[config.mk]
export PLATFORM = sky130hd
export DESIGN_NAME = trace_capture_buffer
export DESIGN_NICKNAME = d
export VERILOG_FILES = /design/src/rtl/tcb_pkg.sv /design/src/rtl/tcb_ram.sv /design/src/rtl/tcb_trig_ctl.sv /design/src/rtl/tcb_wptr.sv /design/src/rtl/tcb_readout.sv /design/src/rtl/trace_capture_buffer.sv
export SDC_FILE = /design/constraint.sdc
export NUM_CORES = 1
export LEC_CHECK = 0
export ABC_AREA = 1
export BUFFER_PORTS_ARGS = -buffer_cell sky130_fd_sc_hd__buf_2
export CORE_UTILIZATION = 32
export DETAILED_ROUTE_END_ITERATION = 8
export PLACE_DENSITY_LB_ADDON = 0.2
export SLEW_MARGIN = 20
export SYNTH_ARGS = -nofsm -noshare
export SYNTH_HDL_FRONTEND = slang
export SYNTH_SLANG_ARGS = --single-unit
[constraint.sdc]
create_clock -name clk -period 2.3 [get_ports clk]
set_input_delay 0.23 -clock clk [delete_from_list [all_inputs] [get_ports clk]]
set_output_delay 0.23 -clock clk [all_outputs]
set_load 0.005 [all_outputs]
[src/rtl/tcb_pkg.sv]
package tcb_pkg;
   typedef enum logic [1:0] {
      WSRC_NONE  = 2'd0,
      WSRC_TRACE = 2'd1,
      WSRC_HOST  = 2'd2
   } wsrc_e;
endpackage

[src/rtl/tcb_ram.sv]
module tcb_ram #(
   parameter int DATA_W = 16,
   parameter int ADDR_W = 4
) (
   input  logic              clk,
   input  logic              we,
   input  logic [ADDR_W-1:0] waddr,
   input  logic [DATA_W-1:0] wdata,
   input  logic [ADDR_W-1:0] raddr,
   output logic [DATA_W-1:0] rdata
);
   localparam int DEPTH = 1 << ADDR_W;

   logic [DATA_W-1:0] mem [DEPTH];

   always_ff @(posedge clk) begin
      if (we) mem[waddr] <= wdata;
   end

   assign rdata = mem[raddr];
endmodule

[src/rtl/tcb_trig_ctl.sv]
module tcb_trig_ctl #(
   parameter int CNT_W = 8
) (
   input  logic             clk,
   input  logic             rst_n,
   input  logic             cap_en,
   input  logic             cap_rise,
   input  logic             trace_wr,
   input  logic             trig_in,
   input  logic             load,
   input  logic [CNT_W-1:0] load_val,
   output logic [CNT_W-1:0] cnt,
   output logic             cnt_nz,
   output logic             done
);
   logic [CNT_W-1:0] cnt_q;
   logic             trig_q;
   logic             done_q;
   logic             dec;
   logic             fin;

   assign cnt_nz = (cnt_q != '0);
   assign dec    = trace_wr && (trig_q || trig_in);
   assign fin    = dec && (cnt_q == CNT_W'(1)) && !load;

   always_ff @(posedge clk) begin
      if (!rst_n) begin
         cnt_q  <= '0;
         trig_q <= 1'b0;
         done_q <= 1'b0;
      end else begin
         if (load)     cnt_q <= load_val;
         else if (dec) cnt_q <= cnt_q - CNT_W'(1);

         if (fin)           done_q <= 1'b1;
         else if (cap_rise) done_q <= 1'b0;

         if (fin)                                trig_q <= 1'b0;
         else if (trig_in && cap_en && cnt_nz)   trig_q <= 1'b1;
         else if (cap_rise)                      trig_q <= 1'b0;
      end
   end

   assign cnt  = cnt_q;
   assign done = done_q;


   hold_before_trig_chk: assert property (@(posedge clk) disable iff (!rst_n)
      (!trig_q && !trig_in && !load) |=> (cnt_q == $past(cnt_q)));

   dec_per_word_chk: assert property (@(posedge clk) disable iff (!rst_n)
      (dec && !load) |=> (cnt_q == $past(cnt_q) - CNT_W'(1)));

   done_at_zero_chk: assert property (@(posedge clk) disable iff (!rst_n)
      $rose(done_q) |-> (cnt_q == '0));

   zero_trig_ignored_chk: assert property (@(posedge clk) disable iff (!rst_n)
      (trig_in && !cnt_nz && !trig_q) |=> !trig_q);
endmodule

[src/rtl/tcb_wptr.sv]
module tcb_wptr #(
   parameter int ADDR_W = 4
) (
   input  logic              clk,
   input  logic              rst_n,
   input  logic              cap_rise,
   input  logic              trace_wr,
   input  logic              host_wr,
   input  logic              set,
   input  logic [ADDR_W-1:0] set_val,
   output logic [ADDR_W-1:0] wp,
   output logic              full
);
   localparam logic [ADDR_W-1:0] LAST = {ADDR_W{1'b1}};

   logic [ADDR_W-1:0] wp_q;
   logic              full_q;
   logic              adv;

   assign adv = trace_wr || host_wr;

   always_ff @(posedge clk) begin
      if (!rst_n) begin
         wp_q   <= '0;
         full_q <= 1'b0;
      end else begin
         if (set)      wp_q <= set_val;
         else if (adv) wp_q <= wp_q + ADDR_W'(1);

         if (trace_wr && wp_q == LAST) full_q <= 1'b1;
         else if (cap_rise)            full_q <= 1'b0;
      end
   end

   assign wp   = wp_q;
   assign full = full_q;


   wp_advance_chk: assert property (@(posedge clk) disable iff (!rst_n)
      (trace_wr && !set) |=> (wp_q == $past(wp_q) + ADDR_W'(1)));

   wrap_full_chk: assert property (@(posedge clk) disable iff (!rst_n)
      (trace_wr && wp_q == LAST) |=> (wp_q == '0 && full_q));

   rise_clears_full_chk: assert property (@(posedge clk) disable iff (!rst_n)
      (cap_rise && !trace_wr) |=> !full_q);
endmodule

[src/rtl/tcb_readout.sv]
module tcb_readout #(
   parameter int DATA_W = 16,
   parameter int ADDR_W = 4
) (
   input  logic              clk,
   input  logic              rst_n,
   input  logic              ptr_load,
   input  logic [ADDR_W-1:0] ptr_val,
   input  logic              pop,
   input  logic [DATA_W-1:0] ram_rdata,
   output logic [ADDR_W-1:0] ram_raddr,
   output logic [DATA_W-1:0] dreg
);
   logic [ADDR_W-1:0] rp_q;
   logic [DATA_W-1:0] dreg_q;

   assign ram_raddr = ptr_load ? ptr_val : rp_q + ADDR_W'(1);

   always_ff @(posedge clk) begin
      if (!rst_n) begin
         rp_q   <= '0;
         dreg_q <= '0;
      end else if (ptr_load) begin
         rp_q   <= ptr_val;
         dreg_q <= ram_rdata;
      end else if (pop) begin
         rp_q   <= rp_q + ADDR_W'(1);
         dreg_q <= ram_rdata;
      end
   end

   assign dreg = dreg_q;


   pop_advance_chk: assert property (@(posedge clk) disable iff (!rst_n)
      (pop && !ptr_load) |=> (rp_q == $past(rp_q) + ADDR_W'(1)));

   load_ptr_chk: assert property (@(posedge clk) disable iff (!rst_n)
      ptr_load |=> (rp_q == $past(ptr_val)));
endmodule

[src/rtl/trace_capture_buffer.sv]
module trace_capture_buffer
   import tcb_pkg::*;
#(
   parameter int DATA_W = 16,
   parameter int ADDR_W = 4,
   parameter int CNT_W  = 8
) (
   input  logic              clk,
   input  logic              rst_n,
   input  logic              cap_en,
   input  logic              trc_valid,
   input  logic [DATA_W-1:0] trc_data,
   input  logic              trig_in,
   input  logic              cnt_load,
   input  logic [CNT_W-1:0]  cnt_load_val,
   input  logic              wptr_load,
   input  logic [ADDR_W-1:0] wptr_load_val,
   input  logic              host_wr,
   input  logic [DATA_W-1:0] host_wdata,
   input  logic              rptr_load,
   input  logic [ADDR_W-1:0] rptr_load_val,
   input  logic              rd_pop,
   output logic [DATA_W-1:0] rd_data,
   output logic [CNT_W-1:0]  trig_count,
   output logic              acq_done,
   output logic              buf_full,
   output logic [ADDR_W-1:0] wr_ptr
);
   localparam int DEPTH = 1 << ADDR_W;

   generate
      if (DATA_W < 1) begin : g_bad_data
         $error("DATA_W must be at least 1");
      end
      if (ADDR_W < 1 || ADDR_W > 12) begin : g_bad_addr
         $error("ADDR_W must lie in 1..12");
      end
      if (CNT_W < 1 || CNT_W > 32) begin : g_bad_cnt
         $error("CNT_W must lie in 1..32");
      end
   endgenerate

   logic              cap_q;
   logic              cap_rise;
   logic              cnt_nz;
   logic              trace_go;
   logic              host_go;
   logic              wp_set;
   wsrc_e             wsrc;
   logic [DATA_W-1:0] ram_wdata;
   logic [ADDR_W-1:0] ram_raddr;
   logic [DATA_W-1:0] ram_rdata;

   always_ff @(posedge clk) begin
      if (!rst_n) cap_q <= 1'b0;
      else        cap_q <= cap_en;
   end

   assign cap_rise = cap_en && !cap_q;
   assign trace_go = cap_en && trc_valid && cnt_nz;
   assign wp_set   = !cap_en && wptr_load;
   assign host_go  = !cap_en && host_wr && !wptr_load;

   always_comb begin
      if (trace_go)     wsrc = WSRC_TRACE;
      else if (host_go) wsrc = WSRC_HOST;
      else              wsrc = WSRC_NONE;
   end

   always_comb begin
      case (wsrc)
         WSRC_TRACE: ram_wdata = trc_data;
         WSRC_HOST:  ram_wdata = host_wdata;
         default:    ram_wdata = '0;
      endcase
   end

   tcb_trig_ctl #(.CNT_W(CNT_W)) u_trig (
      .clk      (clk),
      .rst_n    (rst_n),
      .cap_en   (cap_en),
      .cap_rise (cap_rise),
      .trace_wr (trace_go),
      .trig_in  (trig_in),
      .load     (cnt_load),
      .load_val (cnt_load_val),
      .cnt      (trig_count),
      .cnt_nz   (cnt_nz),
      .done     (acq_done)
   );

   tcb_wptr #(.ADDR_W(ADDR_W)) u_wptr (
      .clk      (clk),
      .rst_n    (rst_n),
      .cap_rise (cap_rise),
      .trace_wr (trace_go),
      .host_wr  (host_go),
      .set      (wp_set),
      .set_val  (wptr_load_val),
      .wp       (wr_ptr),
      .full     (buf_full)
   );

   tcb_ram #(.DATA_W(DATA_W), .ADDR_W(ADDR_W)) u_ram (
      .clk   (clk),
      .we    (wsrc != WSRC_NONE),
      .waddr (wr_ptr),
      .wdata (ram_wdata),
      .raddr (ram_raddr),
      .rdata (ram_rdata)
   );

   tcb_readout #(.DATA_W(DATA_W), .ADDR_W(ADDR_W)) u_rd (
      .clk       (clk),
      .rst_n     (rst_n),
      .ptr_load  (rptr_load),
      .ptr_val   (rptr_load_val),
      .pop       (rd_pop),
      .ram_rdata (ram_rdata),
      .ram_raddr (ram_raddr),
      .dreg      (rd_data)
   );


   frozen_after_done_chk: assert property (@(posedge clk) disable iff (!rst_n)
      (acq_done && !cnt_load && !wp_set && !host_go) |=> $stable(wr_ptr));

   host_ignored_chk: assert property (@(posedge clk) disable iff (!rst_n)
      (cap_en && host_wr && !trace_go) |=> $stable(wr_ptr));

   rise_clears_done_chk: assert property (@(posedge clk) disable iff (!rst_n)
      (cap_rise && !trace_go) |=> !acq_done);
endmodule

==> flow_metrics.tcl, run 1 <==
set metrics [dict create \
    core_um2 40000 \
    drive_gt1_share_pct 15.5 \
    max-cap-violations 0 \
    switching_share_pct 24.9 \
    ff_latch_area_um2 8410 \
    netlist_area_um2 13100 \
    hold_class "in -> reg" \
    worst_hold_slack_ps 22.5 \
    syn_to_final_growth_pct 21.4 \
    seqPwrFrac_pct 46.1 \
    p_leak_uw 0.00671 \
    yosys.cell_count.top_type "nand2_1" \
    cts_tree "built" \
    ys_warn_count 0 \
    grt_max_degree 65 \
    max-slew-margin-rel_pct 44.3 \
    synthCells 1327 \
    htreeDepth 2 \
    reg2regPathDepth 10 \
    fin_crit_ps 2140 \
    crit_path_start_kind "flop" \
    grt_pass1_vias 9104 \
    slowest_stage "dfxtp_1" \
    internal_power_uw 9760 \
    crit_required_ps 2510 \
    synth_top_area_share_pct 58.8 \
    globalRoute.totalOverflow 0 \
    crit_top_cell "nand2_1" \
    pwr-share-clk_pct 41.0 \
    ys_ff_latch 292 \
    fill_cells 3973 \
    ys_types 32 \
    drt-wirelength-per-cell_um 18.0 \
    holdPathEnd "u_trig.cnt[3]" \
    fin_ws_ps 162 \
    worstHoldStart "cnt_load_val[3]" \
    reg2reg_from "u_trig.cnt[0]" \
    cts_sinks 292 \
    die_y_um 204 \
    insertion_delay_ps 500 \
    placed_cell_area_um2 14700 \
    synth_commonest_cells "280 x nand2_1, 256 x edfxtp_1, 243 x nand3_1, 220 x inv_1, 86 x nor2_1" \
    numCtsBuffers 34 \
    postSynthAreaPerCell_um2 9.85 \
    p_sw_uw 3240 \
    nets 1516 \
    dr.pass1.iters 5 \
    critical_path_arrival_ps 2350 \
    initial_core_util_pct 32.7 \
    yosysSeqAreaShare_pct 64.3 \
    slew_viol_final 0 \
    dieArea_um2 41700 \
    routed_via_density 4.70 \
    drtIter0Drc 710 \
    clk_pin_slew_ps 60 \
    drc 0 \
    cp_cell_sequence "inv_1 > ha_1 > inv_1 > nor2_1 > nand4_1 > nand2_1 > nand2_1 > nand2_1 > nor2_1 > buf_4" \
    die_w_um 204 \
    clk_path_buf_depth 3 \
    antenna_cells 0 \
    crit_path_end_kind "flop" \
    syn_nets 1392 \
    critPathMaxStageDelay_ps 380 \
    period_share_pct 93.0 \
    multiInputGateArea_um2 3530 \
    num_rows 73 \
    yosys.area.top_type "edfxtp_1" \
    async_reset_ff_share_pct 0 \
    cp_max_fo 8 \
    reg2reg_slack_ps 160 \
    setup_viol 0 \
    finalWirelength_um 36000 \
    rsz0062_at_grt "true" \
    status "completed" \
    dpl_worst_slack_ps 187 \
    combPwrFrac_pct 12.9 \
    criticalPathCategory "reg -> reg" \
    synth-edff-count 256 \
    routed-via-count 9404 \
    gp_congestion 0.808 \
    reg2reg_to "u_ram.mem[9][13]" \
    hold_depth 3 \
    cts_resized 0 \
    grtUsageTotal_pct 17.6 \
    vdd_drop_max_mv 0.394 \
    dominantRegCellSynth "edfxtp_1" \
    yosys-top-cells-area "edfxtp_1 59%, nand3_1 9.3%, nand2_1 8.0%" \
    powerDensity_nw_per_um2 819 \
    fin_area_um2 15900 \
    hpwl_um 23200 \
    grt_pass1_wl_um 55200 \
    tightest_slew_ps 832 \
    clockRootBuffer "clkbuf_16" \
    ios 88 \
    fin_setup_tns_ps 0 \
    antenna_left 0 \
    clock.fmax_mhz 468 \
    clock_skew_ps 9.37 \
    numPortBuffers 87 \
    hold_viol 0 \
    grt_antenna_before_repair 0 \
]
worst max-delay path by stage:
stage | from | slack (ps) | to
floorplan | u_trig.cnt[0] | -30 | u_ram.mem[0][0]
global placement | u_trig.cnt[0] | 160 | u_ram.mem[15][10]
detailed placement | u_trig.cnt[0] | 190 | u_ram.mem[12][5]
CTS | u_trig.cnt[0] | 160 | u_ram.mem[12][6]
global route | u_trig.cnt[0] | -4 | u_ram.mem[12][5]
finish | u_trig.cnt[0] | 160 | u_ram.mem[9][13]
state kept, by name (all words and copies together), names as in the netlist:
| name | flops |
|---|---|
| u_ram.mem | 256 |
| u_rd.dreg | 16 |
| u_trig.cnt | 8 |
| u_rd.rp_q | 4 |
| u_wptr.wp | 4 |
| cap_q | 1 |
| u_trig.done | 1 |
| u_trig.trig_q | 1 |
| u_wptr.full | 1 |
stage by stage:
stage          total power [uW]  instances  utilization [%]
5_1_grt                   13500       1999             39.7
3_5_place_dp               7780       1937             36.8
6_report                  13000       1999             39.7
2_1_floorplan              7020       1327                -
3_3_place_gp               7780       1937             36.8
4_1_cts                   13100       1999             39.7
power by group through the flow:
stage          Combinational [uW]  Sequential (uW)  Clock (uW)
2_1_floorplan                 931             6090           0
3_3_place_gp                 1680             6100           0
3_5_place_dp                 1690             6100           0
4_1_cts                      1690             5990        5440
5_1_grt                      1850             6000        5670
6_report                     1680             5990        5330
routing by layer:
metal | share of wire, % | GRT usage, % | routed length, um
met5 | 0 | 0 | 0
met4 | 1.5 | 3.86 | 530
met1 | 49 | 26.7 | 17600
met2 | 44 | 26.6 | 15800
met3 | 5.8 | 2.49 | 2100
worst max-delay path, delay by kind of cell, from the launching register on:
kind | cells | cell delay (ps)
simple gates | 6 | 900
fa+ha+maj | 1 | 240
buf+inv | 3 | 330
flops | 1 | 380
placed cells by master (no fill, tap or decap), types with 3 or more instances in the layout:
cell type,netlist,layout
nor2_1,86,72
clkbuf_8,0,4
buf_12,0,31
nand4_1,4,4
clkbuf_16,0,37
nor2_2,0,14
nand3b_1,16,16
clkinv_2,0,6
edfxtp_1,256,256
dfxtp_1,36,36
o21ai_0,55,48
o211ai_1,8,8
nand2_1,280,280
dlygate4sd3_1,0,3
buf_4,13,31
buf_2,36,87
nor3_1,3,3
clkbuf_1,9,8
a21oi_1,23,23
o21ai_1,0,7
xor2_1,4,4
ha_1,7,7
nand3_1,243,243
nand2_2,6,5
inv_1,220,220
cell families (layout without fill, tap and decap cells):
| logic type | after synthesis | count (layout) | share of synthesized area, % |
|---|---|---|---|
| simple gates | 642 | 642 | 21.6 |
| flops | 292 | 292 | 64.3 |
| buf+inv | 287 | 434 | 9.17 |
| compound gates | 94 | 94 | 3.93 |
| fa+ha+maj | 7 | 7 | 0.670 |
| xor+xnor | 4 | 4 | 0.268 |
| mux | 1 | 1 | 0.0766 |
cell type report:
type,instances,area share (%)
clock buffers,49,6.37
inverters,223,5.31
clock inverters,10,0.639
well taps,525,4.14
multi-input cells,748,22.2
repair buffers,152,8.31
flip-flops and latches,292,53.0
repair_timing:
action,in CTS,in global routing
setup endpoints to repair,0,8
hold endpoints to repair,3,0
hold buffers,3,0
buffers inserted,0,0
(Power assumes the default switching activity.)
==> run 2, diff against run 1 <==
- ABC_AREA: 1 -> not set
==> run 2 against run 1 <==
  * Clock-buffer cell count down 8
  * Fmax down 3.4%
  * Clock skew up 5.3 ps
  * Global-route usage up 1.9 points
  * Critical path depth down 2
  * Highest routed layer unchanged
  * Sequential share of layout area down 1.8 points
  * Register-to-register slack worse by 70 ps
  * Combinational power up 17%
  * First-iteration DRC count up 31%
  * Total power up 3.5%
  * Critical path type unchanged
==> flow_metrics.tcl, run 2 <==
set metrics [dict create \
    worst_hold_slack_ps 15.7 \
    numCtsBuffers 34 \
    grt_max_degree 71 \
    reg2reg_slack_ps 90 \
    grt_pass1_vias 9552 \
    routed-via-count 9876 \
    period_share_pct 96.2 \
    power_uw 13500 \
    layout_commonest_cell "edfxtp_1" \
    yosys.area.top_type "edfxtp_1" \
    crit_required_ps 2710 \
    cp_max_fo 25 \
    ios 88 \
    final_core_util_pct 41.0 \
    clockRootBuffer "clkbuf_16" \
    htreeDepth 2 \
    setup_viol 0 \
    gp_congestion 0.785 \
    critPathMaxStageDelay_ps 390 \
    layout_common_cells "256 x edfxtp_1, 120 x a21oi_1, 99 x nor2_1, 86 x buf_2, 78 x o21ai_0" \
    numPortBuffers 87 \
    synth_top_family_by_area "compound AO/OA/AOI/OAI gates" \
    fill_cells 3757 \
    hold_class "in -> reg" \
    routed_via_density 5.47 \
    synth-simple-area-share_pct 10.3 \
    cp_cell_sequence "ha_2 > nor3_1 > or2_1 > buf_12 > nor4b_1 > a211oi_2 > a21oi_2 > o32ai_1" \
    ys_warn_count 0 \
    finalNonFillerCells 1807 \
    dr.pass1.iters 5 \
    num_rows 73 \
    ys_ff_latch 292 \
    clock.fmax_mhz 452 \
    vdd_drop_max_mv 0.486 \
    initial_core_util_pct 32.8 \
    largest_register "u_ram.mem" \
    drc 0 \
    status "completed" \
    reg2regPathDepth 8 \
    largest_reg_flops 256 \
    async_reset_ff_share_pct 0 \
    clk_path_buf_depth 3 \
    yosys-top-cells-area "edfxtp_1 58%, dfxtp_1 5.5%, a21oi_1 4.8%" \
    multiInputGateArea_um2 4420 \
    hpwl_um 25800 \
    drt-wirelength-per-cell_um 23.1 \
    reg2reg_from "u_rd.rp_q[0]" \
    seqPwrFrac_pct 44.7 \
    slew_viol_final 0 \
    finalWirelength_um 41700 \
    dieArea_um2 41900 \
    core_um2 40100 \
    synth-edff-count 256 \
    dp_cells 1730 \
    crit_path_end_kind "flop" \
    slowest_stage "ha_2" \
    criticalPathCategory "reg -> reg" \
    holdPathEnd "u_trig.trig_q" \
    drtIter0Drc 931 \
    critPathBufInv 1 \
    grt_pass1_wl_um 61000 \
    combPwrFrac_pct 14.6 \
    pwr-share-clk_pct 40.7 \
    postSynthAreaPerCell_um2 11.9 \
    synth_xor_xnor_area_share_pct 0.790 \
    synth_fa_ha_area_share_pct 0.666 \
    hold_viol 0 \
    clk_pin_slew_ps 60 \
    syn_to_final_growth_pct 24.9 \
    syn_nets 1172 \
    p_sw_uw 3530 \
    dominantRegCellSynth "edfxtp_1" \
    hold_depth 3 \
    reg2reg_to "u_rd.dreg[7]" \
    die_y_um 205 \
    powerDensity_nw_per_um2 819 \
    cts_tree "built" \
    globalRoute.totalOverflow 0 \
    synth_top_area_share_pct 58.5 \
    ys_types 71 \
    max-cap-violations 0 \
    worstHoldStart "trig_in" \
    antenna_left 0 \
    drive_gt1_share_pct 23.3 \
    netlist_area_um2 13100 \
    tightest_slew_ps 800 \
    fin_crit_ps 2210 \
    cts_sinks 292 \
    nets 1321 \
    crit_path_start_kind "flop" \
    synth_compound_area_share_pct 19.8 \
    critical_path_arrival_ps 2620 \
    synthCells 1107 \
    ff_latch_area_um2 8410 \
    yosysSeqAreaShare_pct 64.0 \
    synth_commonest_cells "256 x edfxtp_1, 126 x a21oi_1, 109 x nor2_1, 79 x o21ai_0, 39 x nand2_1" \
    die_w_um 205 \
    synthMuxAreaShare_pct 0.647 \
    grtUsageTotal_pct 19.5 \
    critPathTopFamily "simple AND/OR/NAND/NOR gates" \
    internal_power_uw 9920 \
    grt_antenna_before_repair 0 \
    p_leak_uw 0.00569 \
    yosys.cell_count.top_type "edfxtp_1" \
    max-slew-margin-rel_pct 46.7 \
    antenna_cells 0 \
    insertion_delay_ps 530 \
    switching_share_pct 26.3 \
    clock_skew_ps 14.7 \
]
run 2: cells by family after synthesis:
family                     Yosys count
and+or+nand+nor                    274
muxes                                8
DFF                                292
xor gates and xnor gates            11
buffers and inverters              108
adders and majority gates            7
AOI/OAI and AO/OA                  407
run 2: repair_timing:
action                                  in CTS  in global routing
pin swaps                                    0                  1
buffers inserted                             0                  4
resized for setup                            4                 22
gates cloned                                 0                  3
hold buffers                                 9                  0
endpoints found under the setup margin      51                128
hold endpoints to repair                     9                  0
run 2: area by class of cell:
class	count	area share, %
clock inverter	21	1.48
tap	525	4.00
sequential	292	51.2
inverter	27	0.617
timing repair buffer	194	10.3
multi-input combinational	707	26.9
clock buffer	41	5.40
run 2: how the worst max path moves through the flow:
| stage | from | to | slack (ps) | depth (start not counted) |
|---|---|---|---|---|
| finish | u_rd.rp_q[0] | u_rd.dreg[7] | 90 | 8 |
| global route | u_trig.cnt[1] | u_ram.mem[13][0] | -20 | 7 |
| CTS | u_trig.cnt[1] | u_ram.mem[3][0] | -0.2 | 9 |
| detailed placement | u_trig.cnt[1] | u_ram.mem[12][12] | -70 | 7 |
| global placement | u_rd.rp_q[0] | u_rd.dreg[10] | -8 | 9 |
| floorplan | u_trig.cnt[1] | u_ram.mem[13][0] | -70 | 6 |
run 2: routing by layer:
metal  vias to the layer above  routed length, um  global-route usage [%]
met5                         -                  0                       0
met4                         0                861                    5.44
met3                        63               2850                    2.85
met2                       392              19000                    30.1
met1                      4880              19000                    28.4
li1                       4541                  -                       -
run 2: power groups by stage:
| stage | Clock, uW | Sequential, uW | Combinational [uW] |
|---|---|---|---|
| floorplan | 0 | 6090 | 1050 |
| global placement | 0 | 6130 | 1870 |
| detailed placement | 0 | 6130 | 1870 |
| CTS | 5580 | 6020 | 1900 |
| global route | 5780 | 6030 | 2120 |
| finish | 5470 | 6020 | 1960 |
run 2: through the flow:
| step | area [um2] | setup WS (ps) | TNS, ps |
|---|---|---|---|
| 2_1_floorplan | 13200 | -70.2 | -7260 |
| 3_3_place_gp | 15000 | -7.52 | -11.5 |
| 3_5_place_dp | 15000 | -70.8 | -1540 |
| 4_1_cts | 16300 | -0.202 | -0.202 |
| 5_1_grt | 16400 | -15.6 | -193 |
| 6_report | 16400 | 87.6 | 0 |
run 2: worst register-to-register path: cells and delay by family (launching register included):
kind                       cells  cell delay, ps
DFF                            1             360
AOI/OAI and AO/OA              3             460
and+or+nand+nor                3             720
buffers and inverters          1             180
adders and majority gates      1             390
==> run 3, diff against run 2 <==
- SETUP_SLACK_MARGIN: not set -> 0.1
==> run 3 against run 2 <==
  * Cell count increased by 0.33%
  * Total power decreased by 5.0%
  * First-iteration DRC count decreased by 7.6%
  * Highest routed layer unchanged
  * Flip-flop and latch count unchanged
==> flow_metrics.tcl, run 3 (synthesis results as in run 2) <==
set metrics [dict create \
    status "completed" \
    globalRoute.totalOverflow 0 \
    clock.fmax_mhz 470 \
    grt_antenna_before_repair 0 \
    criticalPathCategory "reg -> reg" \
    drtIter0Drc 860 \
    die_y_um 205 \
    hpwl_um 26300 \
    insertion_delay_ps 580 \
    core_um2 40100 \
    p_leak_uw 0.00565 \
    rsz0062_at_grt "true" \
    slowest_stage "dfxtp_4" \
    cp_max_fo 8 \
    fin_crit_ps 2130 \
    hold_class "in -> reg" \
    reg2reg_slack_ps 170 \
    dpl_worst_slack_ps 75.2 \
    dp_cells 1730 \
    gp_congestion 0.824 \
    finalWirelength_um 41400 \
    hold_viol 0 \
    crit_top_cell "a21oi_1" \
    finalNonFillerCells 1813 \
    grt_max_degree 70 \
    dr.pass1.iters 5 \
    nets 1328 \
    crit_path_end_kind "flop" \
    cp_cell_sequence "ha_4 > buf_6 > nand2_1 > o22ai_4 > clkbuf_16 > a21oi_1 > o21ai_0 > a21oi_1 > o32ai_1" \
    worstHoldStart "wptr_load_val[3]" \
    grt.busiest_layer "met2" \
    period_share_pct 92.4 \
    reg2reg_from "u_rd.rp_q[0]" \
    ios 88 \
    drive_gt1_share_pct 24.0 \
    grt_pass1_vias 9479 \
    htreeDepth 1 \
    slew_viol_final 0 \
    num_rows 73 \
    cts_tree "built" \
    clk_path_buf_depth 3 \
    reg2regPathDepth 9 \
    hold_depth 4 \
    reg2reg_to "u_rd.dreg[6]" \
    numCtsBuffers 31 \
    largest_reg_flops 256 \
    antenna_cells 0 \
    use_met2_pct 31.5 \
    largest_register "u_ram.mem" \
    setup_viol 0 \
    antenna_left 0 \
    vdd_drop_max_mv 0.563 \
    tightest_slew_ps 710 \
    initial_core_util_pct 32.8 \
    use_met1_pct 27.6 \
    clock_skew_ps 21.7 \
    critPathTopFamily "compound AO/OA/AOI/OAI gates" \
    max-cap-violations 0 \
    critPathBufInv 2 \
    holdPathEnd "u_wptr.wp[3]" \
    critPathMaxStageDelay_ps 370 \
    drc 0 \
    grtUsageTotal_pct 19.5 \
    use_met3_pct 2.18 \
    cts_sinks 292 \
    routed-via-count 9844 \
    critical_path_arrival_ps 2600 \
    fill_cells 3734 \
    numPortBuffers 87 \
    clockRootBuffer "clkbuf_16" \
    max-slew-margin-rel_pct 52.7 \
    layout_common_cells "256 x edfxtp_1, 121 x a21oi_1, 96 x nor2_1, 86 x buf_2, 76 x o21ai_0" \
    crit_required_ps 2770 \
    syn_to_final_growth_pct 24.7 \
    routed_via_density 5.43 \
    grt_pass1_wl_um 60900 \
    powerDensity_nw_per_um2 780 \
    layout_commonest_cell "edfxtp_1" \
    dieArea_um2 41900 \
    fin_ws_ps 174 \
    fin_setup_tns_ps 0 \
    crit_path_start_kind "flop" \
    die_w_um 205 \
    clk_pin_slew_ps 60 \
    drt-wirelength-per-cell_um 22.8 \
]
## run 3: stage by stage
stage                     area [um2]  total power [uW]  utilization (%)  hold slack, ps
after CTS                      16100             12800             40.2            49.0
after detailed placement       15000              7990             37.4             451
after floorplan                13300              7160                -             352
final                          16400             12800             40.9            61.7
after global placement         15000              7990             37.4             448
after global routing           16400             13200             40.9            89.5
## run 3: per-layer routing
layer	vias to the layer above	wire (um)	part of all wire, %
met5	-	0	0
met4	0	852	2.1
met3	52	2080	5.0
met2	351	19500	47
met1	4881	19000	46
li1	4560	-	-
## run 3: cell type report
cell class	instances	area (um2)	share of cell area (%)
inverters	27	101	0.619
well taps	525	657	4.01
clock buffers	33	783	4.78
flip-flops and latches	292	8420	51.4
multi-input cells	707	4470	27.3
clock inverters	25	175	1.07
repair buffers	204	1780	10.9
## run 3: power by group
| part | internal, uW | total, uW | switching, uW |
|---|---|---|---|
| sequential | 5920 | 6010 | 95.2 |
| clock | 2680 | 4780 | 2100 |
| combinational | 783 | 1990 | 1200 |
## run 3: worst max-delay path by stage
| stage | startpoint | slack [ps] | cells past startpoint | to |
|---|---|---|---|---|
| global route | u_rd.rp_q[1] | 80 | 9 | u_rd.dreg[0] |
| detailed placement | u_rd.rp_q[0] | 80 | 9 | u_rd.dreg[11] |
| CTS | u_rd.rp_q[0] | 90 | 9 | u_rd.dreg[11] |
| finish | u_rd.rp_q[0] | 170 | 9 | u_rd.dreg[6] |
| floorplan | u_trig.cnt[0] | 90 | 7 | u_ram.mem[2][0] |
| global placement | u_rd.rp_q[0] | 110 | 8 | u_rd.dreg[13] |
## run 3: worst register-to-register path, stage by stage, from the launching register on
cell and delay [ps]:
dfxtp_4 370, ha_4 320, buf_6 140, nand2_1 90, o22ai_4 260, clkbuf_16 220, a21oi_1 60, o21ai_0 190
a21oi_1 120, o32ai_1 240
## run 3: timing repair
action,in CTS,in global routing
buffers inserted,2,7
endpoints found under the setup margin,29,255
gates resized for setup,3,32
gates cloned,0,3
hold endpoints to repair,13,0
hold buffers,13,0
pin swaps,1,7
